**src/rtl/trlv_pkg.sv**
```systemverilog
package trlv_pkg;

  typedef enum logic [1:0] {
    FC_NONE = 2'd0,
    FC_GP   = 2'd1,
    FC_TS   = 2'd2,
    FC_NP   = 2'd3
  } faultClass_e;

  localparam logic [3:0] TYPE_AVAIL16 = 4'h1;
  localparam logic [3:0] TYPE_AVAIL32 = 4'h9;
  localparam logic [3:0] TYPE_BUSY32  = 4'hB;
  localparam int unsigned BUSY_BIT    = 1;

  typedef struct packed {
    logic loadTr;
    logic raiseFault;
    logic is32;
  } trlvStrobes_t;

endpackage

```
**src/rtl/trlv_ctrl.sv**
```systemverilog
module trlv_ctrl
  import trlv_pkg::*;
#(
  parameter int unsigned LIM_W   = 32,
  parameter int unsigned MIN16   = 'h2B,
  parameter int unsigned MIN32   = 'h67
) (
  input  logic             clk,
  input  logic             rst_n,
  input  logic             reqValid,
  input  logic             selLocal,
  input  logic             selParseErr,
  input  logic             descSystem,
  input  logic [3:0]       descType,
  input  logic             descPresent,
  input  logic [LIM_W-1:0] descLimit,
  output trlvStrobes_t     strb,
  output logic             faultValid,
  output faultClass_e      faultClass,
  output logic             commitValid
);

  localparam logic [LIM_W-1:0] MIN16_L = LIM_W'(MIN16);
  localparam logic [LIM_W-1:0] MIN32_L = LIM_W'(MIN32);

  faultClass_e nextClass;
  logic        nextCommit;
  logic        selBad;
  logic        limitShort;

  assign selBad = selParseErr | selLocal | ~descSystem;

  always_comb begin
    limitShort = 1'b0;
    if (descType == TYPE_AVAIL16)      limitShort = descLimit < MIN16_L;
    else if (descType == TYPE_AVAIL32) limitShort = descLimit < MIN32_L;
  end

  // Priority: selector/system -> type -> limit -> present
  always_comb begin
    nextClass  = FC_NONE;
    nextCommit = 1'b0;
    if (reqValid) begin
      if (selBad) begin
        nextClass = FC_GP;
      end else if (descType != TYPE_AVAIL16 && descType != TYPE_AVAIL32) begin
        nextClass = FC_GP;
      end else if (limitShort) begin
        nextClass = FC_TS;
      end else if (!descPresent) begin
        nextClass = FC_NP;
      end else begin
        nextCommit = 1'b1;
      end
    end
  end

  always_comb begin
    strb.loadTr     = nextCommit;
    strb.raiseFault = (nextClass != FC_NONE);
    strb.is32       = (descType == TYPE_AVAIL32);
  end

  always_ff @(posedge clk) begin
    if (!rst_n) begin
      faultValid  <= 1'b0;
      faultClass  <= FC_NONE;
      commitValid <= 1'b0;
    end else begin
      faultValid  <= (nextClass != FC_NONE);
      faultClass  <= nextClass;
      commitValid <= nextCommit;
    end
  end

  a_r8_exclusive: assert property (@(posedge clk) disable iff (!rst_n)
    !(faultValid && commitValid));

  a_r8_needs_request: assert property (@(posedge clk) disable iff (!rst_n)
    (faultValid || commitValid) |-> $past(reqValid));

  a_r1_selector_gp: assert property (@(posedge clk) disable iff (!rst_n)
    $past(reqValid && (selParseErr || selLocal)) |-> (faultValid && faultClass == FC_GP));

  a_r2_r3_short_limit: assert property (@(posedge clk) disable iff (!rst_n)
    (faultValid && faultClass == FC_TS) |->
      ($past(descType) == TYPE_AVAIL16 ? ($past(descLimit) < MIN16_L)
                                       : ($past(descLimit) < MIN32_L)));

  a_r5_absent: assert property (@(posedge clk) disable iff (!rst_n)
    (faultValid && faultClass == FC_NP) |-> !$past(descPresent));

endmodule

```
**src/rtl/trlv_datapath.sv**
```systemverilog
module trlv_datapath
  import trlv_pkg::*;
#(
  parameter int unsigned IDX_W     = 13,
  parameter int unsigned ADDR_W    = 32,
  parameter int unsigned LIM_W     = 32,
  parameter int unsigned IOMAP_OFS = 102
) (
  input  logic              clk,
  input  logic              rst_n,
  input  trlvStrobes_t      strb,
  input  logic [IDX_W-1:0]  selIndex,
  input  logic [3:0]        descType,
  input  logic [ADDR_W-1:0] descBase,
  input  logic [LIM_W-1:0]  descLimit,
  output logic [IDX_W-1:0]  faultCode,
  output logic [IDX_W-1:0]  trIndex,
  output logic [3:0]        trType,
  output logic [ADDR_W-1:0] trBase,
  output logic [LIM_W-1:0]  trLimit,
  output logic              ioReadValid,
  output logic [ADDR_W-1:0] ioReadAddr
);

  localparam logic [ADDR_W-1:0] IOMAP_OFS_A = ADDR_W'(IOMAP_OFS);

  logic [3:0] busyType;
  always_comb begin
    busyType           = descType;
    busyType[BUSY_BIT] = 1'b1;
  end

  always_ff @(posedge clk) begin
    if (!rst_n) begin
      faultCode   <= '0;
      trIndex     <= '0;
      trType      <= '0;
      trBase      <= '0;
      trLimit     <= '0;
      ioReadValid <= 1'b0;
      ioReadAddr  <= '0;
    end else begin
      ioReadValid <= strb.loadTr & strb.is32;
      if (strb.raiseFault) faultCode <= selIndex;
      if (strb.loadTr) begin
        trIndex <= selIndex;
        trType  <= busyType;
        trBase  <= descBase;
        trLimit <= descLimit;
        if (strb.is32) ioReadAddr <= descBase + IOMAP_OFS_A;
      end
    end
  end

  a_r6_busy_form: assert property (@(posedge clk) disable iff (!rst_n)
    $past(strb.loadTr) |-> trType[BUSY_BIT]);

  a_r7_read_only_32: assert property (@(posedge clk) disable iff (!rst_n)
    ioReadValid |-> (trType == TYPE_BUSY32));

  a_r9_hold_on_fault: assert property (@(posedge clk) disable iff (!rst_n)
    $past(strb.raiseFault) |-> ($stable(trIndex) && $stable(trBase) && $stable(trLimit)
                                && $stable(trType)));

endmodule

```
**src/rtl/task_reg_loader.sv**
```systemverilog
module task_reg_loader
  import trlv_pkg::*;
#(
  parameter int unsigned IDX_W  = 13,
  parameter int unsigned ADDR_W = 32,
  parameter int unsigned LIM_W  = 32
) (
  input  logic              clk,
  input  logic              rst_n,
  input  logic              reqValid,
  input  logic [IDX_W-1:0]  selIndex,
  input  logic              selLocal,
  input  logic              selParseErr,
  input  logic              descSystem,
  input  logic [3:0]        descType,
  input  logic              descPresent,
  input  logic [ADDR_W-1:0] descBase,
  input  logic [LIM_W-1:0]  descLimit,
  output logic              faultValid,
  output logic [1:0]        faultClass,
  output logic [IDX_W-1:0]  faultCode,
  output logic              commitValid,
  output logic [IDX_W-1:0]  trIndex,
  output logic [3:0]        trType,
  output logic [ADDR_W-1:0] trBase,
  output logic [LIM_W-1:0]  trLimit,
  output logic              ioReadValid,
  output logic [ADDR_W-1:0] ioReadAddr
);

  trlvStrobes_t strb;
  faultClass_e  faultClassE;

  trlv_ctrl #(.LIM_W(LIM_W)) u_ctrl (
    .clk         (clk),
    .rst_n       (rst_n),
    .reqValid    (reqValid),
    .selLocal    (selLocal),
    .selParseErr (selParseErr),
    .descSystem  (descSystem),
    .descType    (descType),
    .descPresent (descPresent),
    .descLimit   (descLimit),
    .strb        (strb),
    .faultValid  (faultValid),
    .faultClass  (faultClassE),
    .commitValid (commitValid)
  );

  assign faultClass = faultClassE;

  trlv_datapath #(.IDX_W(IDX_W), .ADDR_W(ADDR_W), .LIM_W(LIM_W)) u_dp (
    .clk         (clk),
    .rst_n       (rst_n),
    .strb        (strb),
    .selIndex    (selIndex),
    .descType    (descType),
    .descBase    (descBase),
    .descLimit   (descLimit),
    .faultCode   (faultCode),
    .trIndex     (trIndex),
    .trType      (trType),
    .trBase      (trBase),
    .trLimit     (trLimit),
    .ioReadValid (ioReadValid),
    .ioReadAddr  (ioReadAddr)
  );

endmodule

```
**config.mk**
```make
export PLATFORM = sky130hd
export DESIGN_NAME = task_reg_loader
export DESIGN_NICKNAME = d
export VERILOG_FILES = /design/src/rtl/trlv_pkg.sv /design/src/rtl/trlv_ctrl.sv /design/src/rtl/trlv_datapath.sv /design/src/rtl/task_reg_loader.sv
export SDC_FILE = /design/constraint.sdc
export NUM_CORES = 1
export LEC_CHECK = 0
export ABC_AREA = 1
export BUFFER_PORTS_ARGS = -buffer_cell sky130_fd_sc_hd__buf_2
export CAP_MARGIN = 30
export CELL_PAD_IN_SITES_DETAIL_PLACEMENT = 1
export CELL_PAD_IN_SITES_GLOBAL_PLACEMENT = 2
export CORE_MARGIN = 2
export CORE_UTILIZATION = 25
export CTS_CLUSTER_DIAMETER = 120
export DETAILED_ROUTE_END_ITERATION = 8
export PLACE_DENSITY = 0.88
export SYNTH_ARGS = -nofsm -noshare
export SYNTH_HDL_FRONTEND = slang
export SYNTH_SLANG_ARGS = --single-unit
```
**constraint.sdc**
```tcl
create_clock -name clk -period 1.7 [get_ports clk]
set_input_delay 0.34 -clock clk [delete_from_list [all_inputs] [get_ports clk]]
set_output_delay 0.34 -clock clk [all_outputs]
set_load 0.05 [all_outputs]
```
==> results by group <==
Synth
  • Synthesized netlist net count: roughly 1,100
  • Synth cell types: 37
  • Post-Synthesis Mean Instance Area: 6.18 um2
  • Netlist Area Pre-Place: ~0.0065 mm2
  • Flops & latches, synth: approximately 130
  • Post-Syn Instances: 1,048
  • YS warnings: 0
  • Register area share after synthesis: 40.5%

Finish
  • Utilization after layout: a little over a third
  • Final net count: ~1,400
  • Leading cell types in the layout, fill and taps excluded: 309 x nand2_1, 257 x nor2_1, 217 x buf_2
  • Ratio of cells with drive above 1 in the final layout: between 20% and 30%
  • Final antenna diode count: 0
  • Post-layout instance count excluding filler cells: between 1,500 and 2,000
  • Growth of design area from synthesis to finish: 41.1%
  • Most frequent standard cell in the layout excluding fill and tap cells: nand2_1

Timing
  • Maximum operating frequency: roughly 650 MHz
  • Hold violation total from the final report: 0
  • Max-slew violation total from the final report: 0
  • Unrepaired setup endpoints after global routing: no
  • Endpoints failing setup: 0
  • Final hold slack: roughly 0.16 ns
  • Final worst path period need: between 1.5 and 2 ns
  • Largest clock skew in the final design: 0 ns
  • Tightest Pin Transition: 0.416 ns
  • Setup TNS after final layout: 0 ns
  • Share of the clock period used by the worst path after layout: between 90% and 100%
  • Slew headroom: roughly 72%

Pwr
  • Static leakage: roughly 5.4 nW
  • Overall power: 7.79 mW
  • Power density of the placed cells: 852 mW/mm2
  • Peak VDD IR: 0.474 mV

Global route
  • Antenna violations before repair: 0
  • Via count of the first global-routing pass: ~6,800
  • GRT Resource Usage Total: approximately 17%
  • Gr ovfl total: 0
  • Global-route wire length before repair: 35,100 um
  • Largest net degree at the start of global routing: 55

Run status
  • Result of the run: finished, final reports clean

Routing
  • DRT antenna net count: 0
  • WL per Instance: 13.4 um
  • Final WL: 22,400 um
  • DRC: 0
  • Overall via count from detail_route: ~7,000
  • Initial detailed-routing violation count: 325
  • Vias per std cell: 4.16
  • Initial DRT Pass Iterations: 4

Clocking
  • Setup repair bufs after CTS: 0
  • Cell at the root of the clock tree: clkbuf_16
  • CTS clock-pin slew for the worst setup and hold paths: about 0.060 ns
  • # clock sinks: between 100 and 150
  • Maximum level of the CTS H-tree: 4
  • Later-pin clock latency in the skew report: between 0.4 and 0.5 ns
  • Number of buffers inserted during clock tree synthesis: 17
  • Number of buffers between clock root and the deepest sink: 2
  • Clock tree from TritonCTS: built

Run
  • Maxcap violations: 0

Die
  • Core Region: ~0.025 mm2
  • Count of standard-cell rows: 58
  • Full die area: 0.0272 mm2
  • Starting Density: between 20% and 30%
  • Die height: 165 um
  • Chip width: approximately 170 um
  • Io pins: ~220

Place
  • # port buffers: 218
  • Cell count after placement: 1,647
  • Detailed-placement wirelength estimate: between 15,000 and 20,000 um
  • Routability-driven placement congestion ratio: just over 0.8

Critical path
  • Startpoint type of the worst setup path: primary input
  • Req. time, crit path: roughly 2.0 ns
  • Crit Path Class: in -> reg
  • Critical path endpoint category: flip-flop
  • Arrival @ worst endpoint: 1.83 ns
  • Crit-path max FO: 23

Worst hold path
  • Class of the worst hold path: in -> reg
-- synthesized netlist by cell type --
cell type,number,area (um2)
inv_2,3,11.3
buf_1,2,7.51
o21ai_4,1,16.3
nand2_2,2,12.5
buf_4,2,15.0
inv_1,184,691
a21oi_1,6,30.0
ha_1,1,12.5
buf_6,6,67.6
nor2_2,2,12.5
nor2_1,258,968
buf_2,16,80.1
o21ai_1,3,15.0
clkinv_1,1,3.75
nand3_1,23,115
nand4_2,1,12.5
xnor2_1,3,26.3
dfxtp_1,131,2620
a21oi_2,1,8.76
nand3_2,2,20.0
and3b_1,1,8.76
a31oi_4,1,21.3
and3_2,1,7.51
nor3b_1,10,75.1
a211oi_1,1,7.51
or2_2,1,6.26
xor2_1,12,105
clkbuf_1,14,52.6
and3_1,3,18.8
and2_1,1,6.26
nor3_1,10,50.1
nand3b_1,6,45.0
nor2_4,1,11.3
o21ai_0,19,95.1
nand2_1,309,1160
nand4_1,9,56.3
nor4_1,1,6.26
-- repair_timing --
action	4_1_cts	5_1_grt
endpoints found under the hold margin	0	0
resized for setup	0	1
endpoints found under the setup margin	0	1
hold buffers	0	0
-- routing by layer --
| metal | share of wire, % | track usage [%] | vias up | wire (um) |
|---|---|---|---|---|
| li1 | - | - | 3642 | - |
| met1 | 47 | 21.3 | 3175 | 10500 |
| met2 | 45 | 27.3 | 156 | 10200 |
| met3 | 6.5 | 4.65 | 14 | 1460 |
| met4 | 1.3 | 4.66 | 0 | 286 |
| met5 | 0 | 0 | - | 0 |
-- where the power goes --
part / leakage, nW / internal, mW / switching (mW)
clock: 0.299 / 2.33 / 1.56
combinational: 4.01 / 0.300 / 0.490
sequential: 1.06 / 3.10 / 0.0153
total: 5.37 / 5.73 / 2.06
-- critical path, cell delays in order --
cell and delay, ns:
buf_2 0.10, nor2_2 0.17, inv_2 0.06, nor2_2 0.12
nand3_2 0.15, nor2_4 0.13, nand4_2 0.21, buf_12 0.22
o21ai_0 0.26, nor2_1 0.06
-- per-stage QoR --
step	setup slack [ns]	cell area [um2]
floorplan	0.100	6480
global placement	-0.267	8540
detailed placement	-0.272	8540
CTS	0.184	9150
global route	0.0297	9150
finish	0.166	9150
-- logic make-up (layout without fill, tap and decap cells) --
family,count (synthesis),count (layout),synth area share [%]
DFF,131,131,40.5
AOI/OAI and AO/OA,32,32,2.99
buffers and inverters,228,529,14.3
and+or+nand+nor,641,641,40.0
adders and majority gates,1,1,0.193
xor gates and xnor gates,15,15,2.03
-- registers in the layout (all words and copies together), names as in the netlist --
signal / flops
u_ctrl.commitValid: 1
u_ctrl.faultClass: 2
u_ctrl.faultValid: 1
u_dp.faultCode: 13
u_dp.ioReadAddr: 32
u_dp.ioReadValid: 1
u_dp.trBase: 32
u_dp.trIndex: 13
u_dp.trLimit: 32
u_dp.trType: 4
-- layout make-up --
class,count,area [um2]
Sequential cell,131,2620
Multi-Input combinational cell,689,2940
Tap cell,330,413
Clock inverter,15,179
Timing Repair Buffer,309,1860
Clock buffer,17,425
Inverter,188,706
Fill cell,3346,16200
-- path summary, 6_finish.rpt --
kind,from,to,slack (ns),cells after the start
worst max-delay path,descType[1],u_dp.ioReadAddr[25]$_SDFFE_PN0P_,0.17,10
worst min-delay path,selIndex[9],u_dp.trIndex[9]$_SDFFE_PN0P_,0.16,3
worst max register to register,u_dp.ioReadAddr[12]$_SDFFE_PN0P_,u_dp.ioReadAddr[12]$_SDFFE_PN0P_,1.01,3
worst min register to register,u_dp.trType[0]$_SDFFE_PN0P_,u_dp.trType[0]$_SDFFE_PN0P_,0.45,2
Power figures use the tool's default switching activity.
